$ cat src/rtl/pirq_pkg.sv
package pirq_pkg;
  localparam int NSRC          = 3;
  localparam int SRC_UPD       = 0;
  localparam int SRC_ALM       = 1;
  localparam int SRC_PER       = 2;
  localparam int STAT_W        = 8;
  localparam int STAT_FLAG_LSB = 4;
endpackage

$ cat src/rtl/pirq_divider.sv
module pirq_divider #(
  parameter int RATE_W = 4
) (
  input  logic              clk,
  input  logic              rst_n,
  input  logic              osc_tick,
  input  logic [RATE_W-1:0] rate_code,
  input  logic              sqw_en,
  output logic              per_evt,
  output logic              sqw_out
);
  localparam int DIV_W = (1 << RATE_W) - 1;

  logic [DIV_W-1:0] div_q;

  // level of the selected tap; 0 when the rate is off
  function automatic logic tap_level(input logic [DIV_W-1:0] c,
                                     input logic [RATE_W-1:0] code);
    logic [RATE_W-1:0] idx;
    if (code == '0) return 1'b0;
    idx = code - 1'b1;
    return c[idx];
  endfunction

  // true when the bits below and at the tap are all ones, so the next
  // advance makes the tap fall
  function automatic logic tap_wrap(input logic [DIV_W-1:0] c,
                                    input logic [RATE_W-1:0] code);
    logic ok;
    ok = (code != '0);
    for (int i = 0; i < DIV_W; i++)
      if (i < int'(code)) ok = ok & c[i];
    return ok;
  endfunction

  always_ff @(posedge clk or negedge rst_n) begin
    if (!rst_n)        div_q <= '0;
    else if (osc_tick) div_q <= div_q + DIV_W'(1);
  end

  assign per_evt = osc_tick & tap_wrap(div_q, rate_code);
  assign sqw_out = sqw_en & tap_level(div_q, rate_code);

  AST_EVT_NEEDS_TICK: assert property (@(posedge clk) disable iff (!rst_n)
    per_evt |-> osc_tick);
  AST_OFF_SILENT: assert property (@(posedge clk) disable iff (!rst_n)
    (rate_code == '0) |-> (!per_evt && !sqw_out));
  AST_SQW_GATED: assert property (@(posedge clk) disable iff (!rst_n)
    !sqw_en |-> !sqw_out);
endmodule

$ cat src/rtl/pirq_flags.sv
module pirq_flags #(
  parameter int NSRC = 3
) (
  input  logic            clk,
  input  logic            rst_n,
  input  logic [NSRC-1:0] evt,
  input  logic [NSRC-1:0] en,
  input  logic            rd,
  output logic [NSRC-1:0] flag_q,
  output logic            any_req
);
  for (genvar g = 0; g < NSRC; g++) begin : g_src
    always_ff @(posedge clk or negedge rst_n) begin
      if (!rst_n) flag_q[g] <= 1'b0;
      else        flag_q[g] <= (flag_q[g] & ~rd) | evt[g];
    end

    AST_FLAG_SET: assert property (@(posedge clk) disable iff (!rst_n)
      evt[g] |=> flag_q[g]);
    AST_FLAG_HOLD: assert property (@(posedge clk) disable iff (!rst_n)
      (flag_q[g] && !rd) |=> flag_q[g]);
    AST_FLAG_CLEAR: assert property (@(posedge clk) disable iff (!rst_n)
      (rd && !evt[g]) |=> !flag_q[g]);
  end

  assign any_req = |(flag_q & en);
endmodule

$ cat src/rtl/pirq_unit.sv
module pirq_unit
  import pirq_pkg::*;
#(
  parameter int RATE_W = 4
) (
  input  logic              clk,
  input  logic              rst_n,
  input  logic              osc_tick,
  input  logic [RATE_W-1:0] rate_code,
  input  logic [NSRC-1:0]   irq_en,
  input  logic              sqw_en,
  input  logic              alarm_evt,
  input  logic              update_evt,
  input  logic              stat_rd,
  output logic [STAT_W-1:0] stat_byte,
  output logic              irq,
  output logic              sqw_out
);
  logic            per_evt;
  logic [NSRC-1:0] src_evt;
  logic [NSRC-1:0] flag_q;
  logic            any_req;

  pirq_divider #(.RATE_W(RATE_W)) u_div (
    .clk       (clk),
    .rst_n     (rst_n),
    .osc_tick  (osc_tick),
    .rate_code (rate_code),
    .sqw_en    (sqw_en),
    .per_evt   (per_evt),
    .sqw_out   (sqw_out)
  );

  always_comb begin
    src_evt          = '0;
    src_evt[SRC_UPD] = update_evt;
    src_evt[SRC_ALM] = alarm_evt;
    src_evt[SRC_PER] = per_evt;
  end

  pirq_flags #(.NSRC(NSRC)) u_flags (
    .clk     (clk),
    .rst_n   (rst_n),
    .evt     (src_evt),
    .en      (irq_en),
    .rd      (stat_rd),
    .flag_q  (flag_q),
    .any_req (any_req)
  );

  assign stat_byte = {any_req, flag_q, {STAT_FLAG_LSB{1'b0}}};
  assign irq       = any_req;

  AST_READ_DROPS_IRQ: assert property (@(posedge clk) disable iff (!rst_n)
    (stat_rd && !src_evt[SRC_UPD] && !src_evt[SRC_ALM] && !src_evt[SRC_PER]) |=> !irq);
  AST_IRQ_HAS_SOURCE: assert property (@(posedge clk) disable iff (!rst_n)
    irq |-> (flag_q != '0));
endmodule

$ cat config.mk
export PLATFORM = sky130hd
export DESIGN_NAME = pirq_unit
export DESIGN_NICKNAME = d
export VERILOG_FILES = /design/src/rtl/pirq_pkg.sv /design/src/rtl/pirq_divider.sv /design/src/rtl/pirq_flags.sv /design/src/rtl/pirq_unit.sv
export SDC_FILE = /design/constraint.sdc
export NUM_CORES = 1
export LEC_CHECK = 0
export ABC_AREA = 1
export BUFFER_PORTS_ARGS = -buffer_cell sky130_fd_sc_hd__buf_2
export CAP_MARGIN = 10
export CORE_AREA = 2 2 77 42
export CTS_BUF_LIST = sky130_fd_sc_hd__clkbuf_4
export CTS_CLUSTER_DIAMETER = 40
export DETAILED_ROUTE_END_ITERATION = 10
export DIE_AREA = 0 0 79 44
export PLACE_DENSITY = 0.78
export SLEW_MARGIN = 20
export SYNTH_ARGS = -nofsm -noshare
export SYNTH_HDL_FRONTEND = slang
export SYNTH_SLANG_ARGS = --single-unit
$ cat constraint.sdc
create_clock -name clk -period 1.35 [get_ports clk]
set_input_delay 0.27 -clock clk [delete_from_list [all_inputs] [get_ports clk]]
set_output_delay 0.27 -clock clk [all_outputs]
set_load 0.01 [all_outputs]
==> flow_metrics.py <==
metrics = {
    "outcome": {
        "status": "finished with violations",
        "failed_checks": "negative setup slack",
    },
    "yosys": {
        "yosys_warnings": 0,
        "avgSynthCellArea_um2": 7.410,
        "yosysUniqueCellTypes": 26,
        "yosysSeqAreaShare_pct": 33.77,
        "ys_ff_latch": 18,
        "synth_cells": 180,
        "synth_area_um2": 1334,
    },
    "global_routing": {
        "grt_usage_pct": 20.15,
        "grt_max_degree": 19,
        "grt_overflow": 0,
        "grt_antenna_before_repair": 0,
        "first_global_vias": 1098,
        "grt_pass1_wl_um": 5202,
    },
    "layout": {
        "fillCellCount": 266,
        "nets": 248,
        "antenna_cells": 0,
        "stdcell_area_um2": 1760,
        "drive_gt1_share_pct": 34.65,
        "fin_cells": 268,
        "area_delta_synth_final_pct": 31.99,
    },
    "worst_setup_path": {
        "worstSetupStartpointType": "input pin",
        "endpoint_kind": "output pin",
        "cp.arrival_ns": 1.38,
        "crit_type": "in2out",
        "worstPathRequired_ns": 1.08,
        "cp_max_fo": 5,
    },
    "placement": {
        "place.port_buffers": 19,
        "dp_hpwl_um": 2536,
        "dpl_cell_area_um2": 1612,
        "gp_congestion": 0.9134,
        "post-place-cells": 255,
    },
    "hold_path": {
        "hold_class": "in2reg",
    },
    "clock_network": {
        "cts.sinks": 18,
        "cts_root_buf": "clkbuf_4",
        "tritoncts": "yes",
        "clk_pin_slew_ns": 0.12,
        "cts_max_level": 1,
        "clock_latency_ns": 0.30,
        "numCtsBuffers": 3,
        "cts_max_path_buffers": 2,
    },
    "sta": {
        "min_period_over_period_pct": 122.3,
        "rsz0062_at_grt": "yes",
        "hold_viol": 0,
        "fin_ws_ns": -0.3010,
        "finalSetupViolCount": 2,
        "fin_tns_setup_ns": -0.3095,
        "clock-skew-final_ns": 0.01158,
        "drv_slew": 0,
        "timing.fmax_mhz": 605.7,
        "period_minus_slack_ns": 1.651,
    },
    "route": {
        "vias_per_cell": 4.739,
        "first_pass_iters": 4,
        "ant_nets": 0,
        "drt_iter0_drc": 43,
        "wl_per_cell_um": 12.49,
        "vias": 1270,
        "routed_wl_um": 3348,
        "drc": 0,
    },
    "die": {
        "coreArea_um2": 2838,
        "initial_core_util_pct": 47.00,
        "num_io_pins": 24,
        "die_h_um": 44,
        "rows": 14,
        "die-area_um2": 3476,
        "die_x_um": 79,
    },
    "power_and_ir_drop": {
        "power.leakage_nw": 0.9837,
        "power_per_cell_area_nw_per_um2": 1105,
        "vdd_ir_drop_max_v": 0.0007146,
    },
    "flow_run": {
        "max_cap_viol_count": 0,
    },
}
## power by group
part           switching (mW)  internal [mW]
combinational           0.527          0.399
clock                   0.182          0.108
sequential             0.0877          0.642
total                   0.797           1.15
## state kept, by name, summed over array words and instances (netlist names)
signal,flops
u_div.div_q,15
u_flags.flag_q,3
## logic make-up after synthesis
kind of cell	count (synthesis)	share of synthesized area, %
AND/OR/NAND/NOR	87	32.46
flip-flops	18	33.77
XOR/XNOR	15	9.850
buffers and inverters	37	12.01
other	1	0.2812
AO/OA/AOI/OAI	17	6.941
adder cells (fa/ha/maj)	5	4.690
## layout by cell type, fill, tap and decap left out, types with 4 or more instances in the layout
master / n
a21oi_1: 5
buf_2: 18
buf_4: 26
conb_1: 4
dfrtp_1: 18
inv_1: 21
inv_2: 7
nand2_1: 42
nand3_1: 16
nor2_1: 10
nor2_2: 4
o21ai_1: 4
xor2_1: 14
## cells in the mapped netlist
master	n	area, um^2
buf_4	5	37.54
nand4_1	2	12.51
ha_1	5	62.56
xnor2_1	1	8.760
o21ai_1	2	10.01
inv_2	6	22.52
nand2_2	2	12.51
nor2_2	3	18.77
nand4_4	1	21.27
nor2_4	2	22.52
nand3_1	16	80.08
buf_2	2	10.01
a21o_1	2	15.01
dfrtp_1	18	450.4
conb_1	1	3.750
o21ai_0	5	25.02
nor3_4	1	16.27
nand3_4	1	17.52
nand3_2	1	10.01
nor3_1	3	15.01
inv_1	24	90.09
nor2_1	12	45.04
nand2_1	43	161.4
xor2_1	14	122.6
o211ai_1	1	7.510
a21oi_1	7	35.03
## worst paths after layout
path | start | slack, ns | cells past startpoint | end
max in group asynchronous | rst_n | 0.61 | 2 | u_div.div_q[10]$_DFFE_PN0P_
worst max-delay path | rate_code[1] | -0.30 | 11 | sqw_out
worst min-delay path | update_evt | 0.15 | 2 | u_flags.flag_q[0]$_DFF_PN0_
min in group asynchronous | rst_n | 0.42 | 2 | u_div.div_q[1]$_DFFE_PN0P_
worst min register to register | u_flags.flag_q[2]$_DFF_PN0_ | 0.53 | 2 | u_flags.flag_q[2]$_DFF_PN0_
worst max register to register | u_div.div_q[0]$_DFFE_PN0P_ | -0.01 | 8 | u_div.div_q[14]$_DFFE_PN0P_
## worst max-delay path, cell delays in order
cell and delay (ns):
buf_2 0.13, inv_2 0.06, ha_4 0.30, inv_4 0.05
a21oi_2 0.09, o21ai_1 0.07, nand3_1 0.08, nand2_1 0.06
nor2_2 0.11, nor2_2 0.04, buf_2 0.13
## layer usage
layer	vias to the layer above	share of wire [%]	routed length (um)	global-route usage, %
li1	653	-	-	-
met1	572	54	1802	32.38
met3	2	8.3	279	6.875
met2	43	38	1256	26.27
met4	0	0.27	9	2.069
met5	-	0	0	0
## stage by stage
stage	hold WS [ns]	total power, mW	worst slack [ns]	util [%]
floorplan	-0.02559	1.256	-0.1065	-
global placement	0.2297	1.527	-0.3605	56.79
detailed placement	0.2336	1.550	-0.3800	56.79
CTS	0.1349	1.891	-0.2979	59.13
global route	0.1346	2.100	-0.3918	62.04
finish	0.1461	1.945	-0.3010	62.04
## cell type report
class	instances	area [um^2]	area share (%)
clock buffer	3	22.52	1.279
clock inverter	1	3.754	0.2132
inverter	30	118.9	6.752
multi-input combinational	128	785.8	44.63
timing repair buffer	48	329.1	18.69
sequential	18	450.4	25.59
tap	40	50.05	2.843
## what timing repair did
action	4_1_cts	5_1_grt
endpoints found under the hold margin	18	0
setup endpoints to repair	1	9
buffers inserted	1	7
pin swaps	2	3
hold buffers	1	0
resized for setup	8	8
No activity file was read; power rests on OpenSTA's default activity.
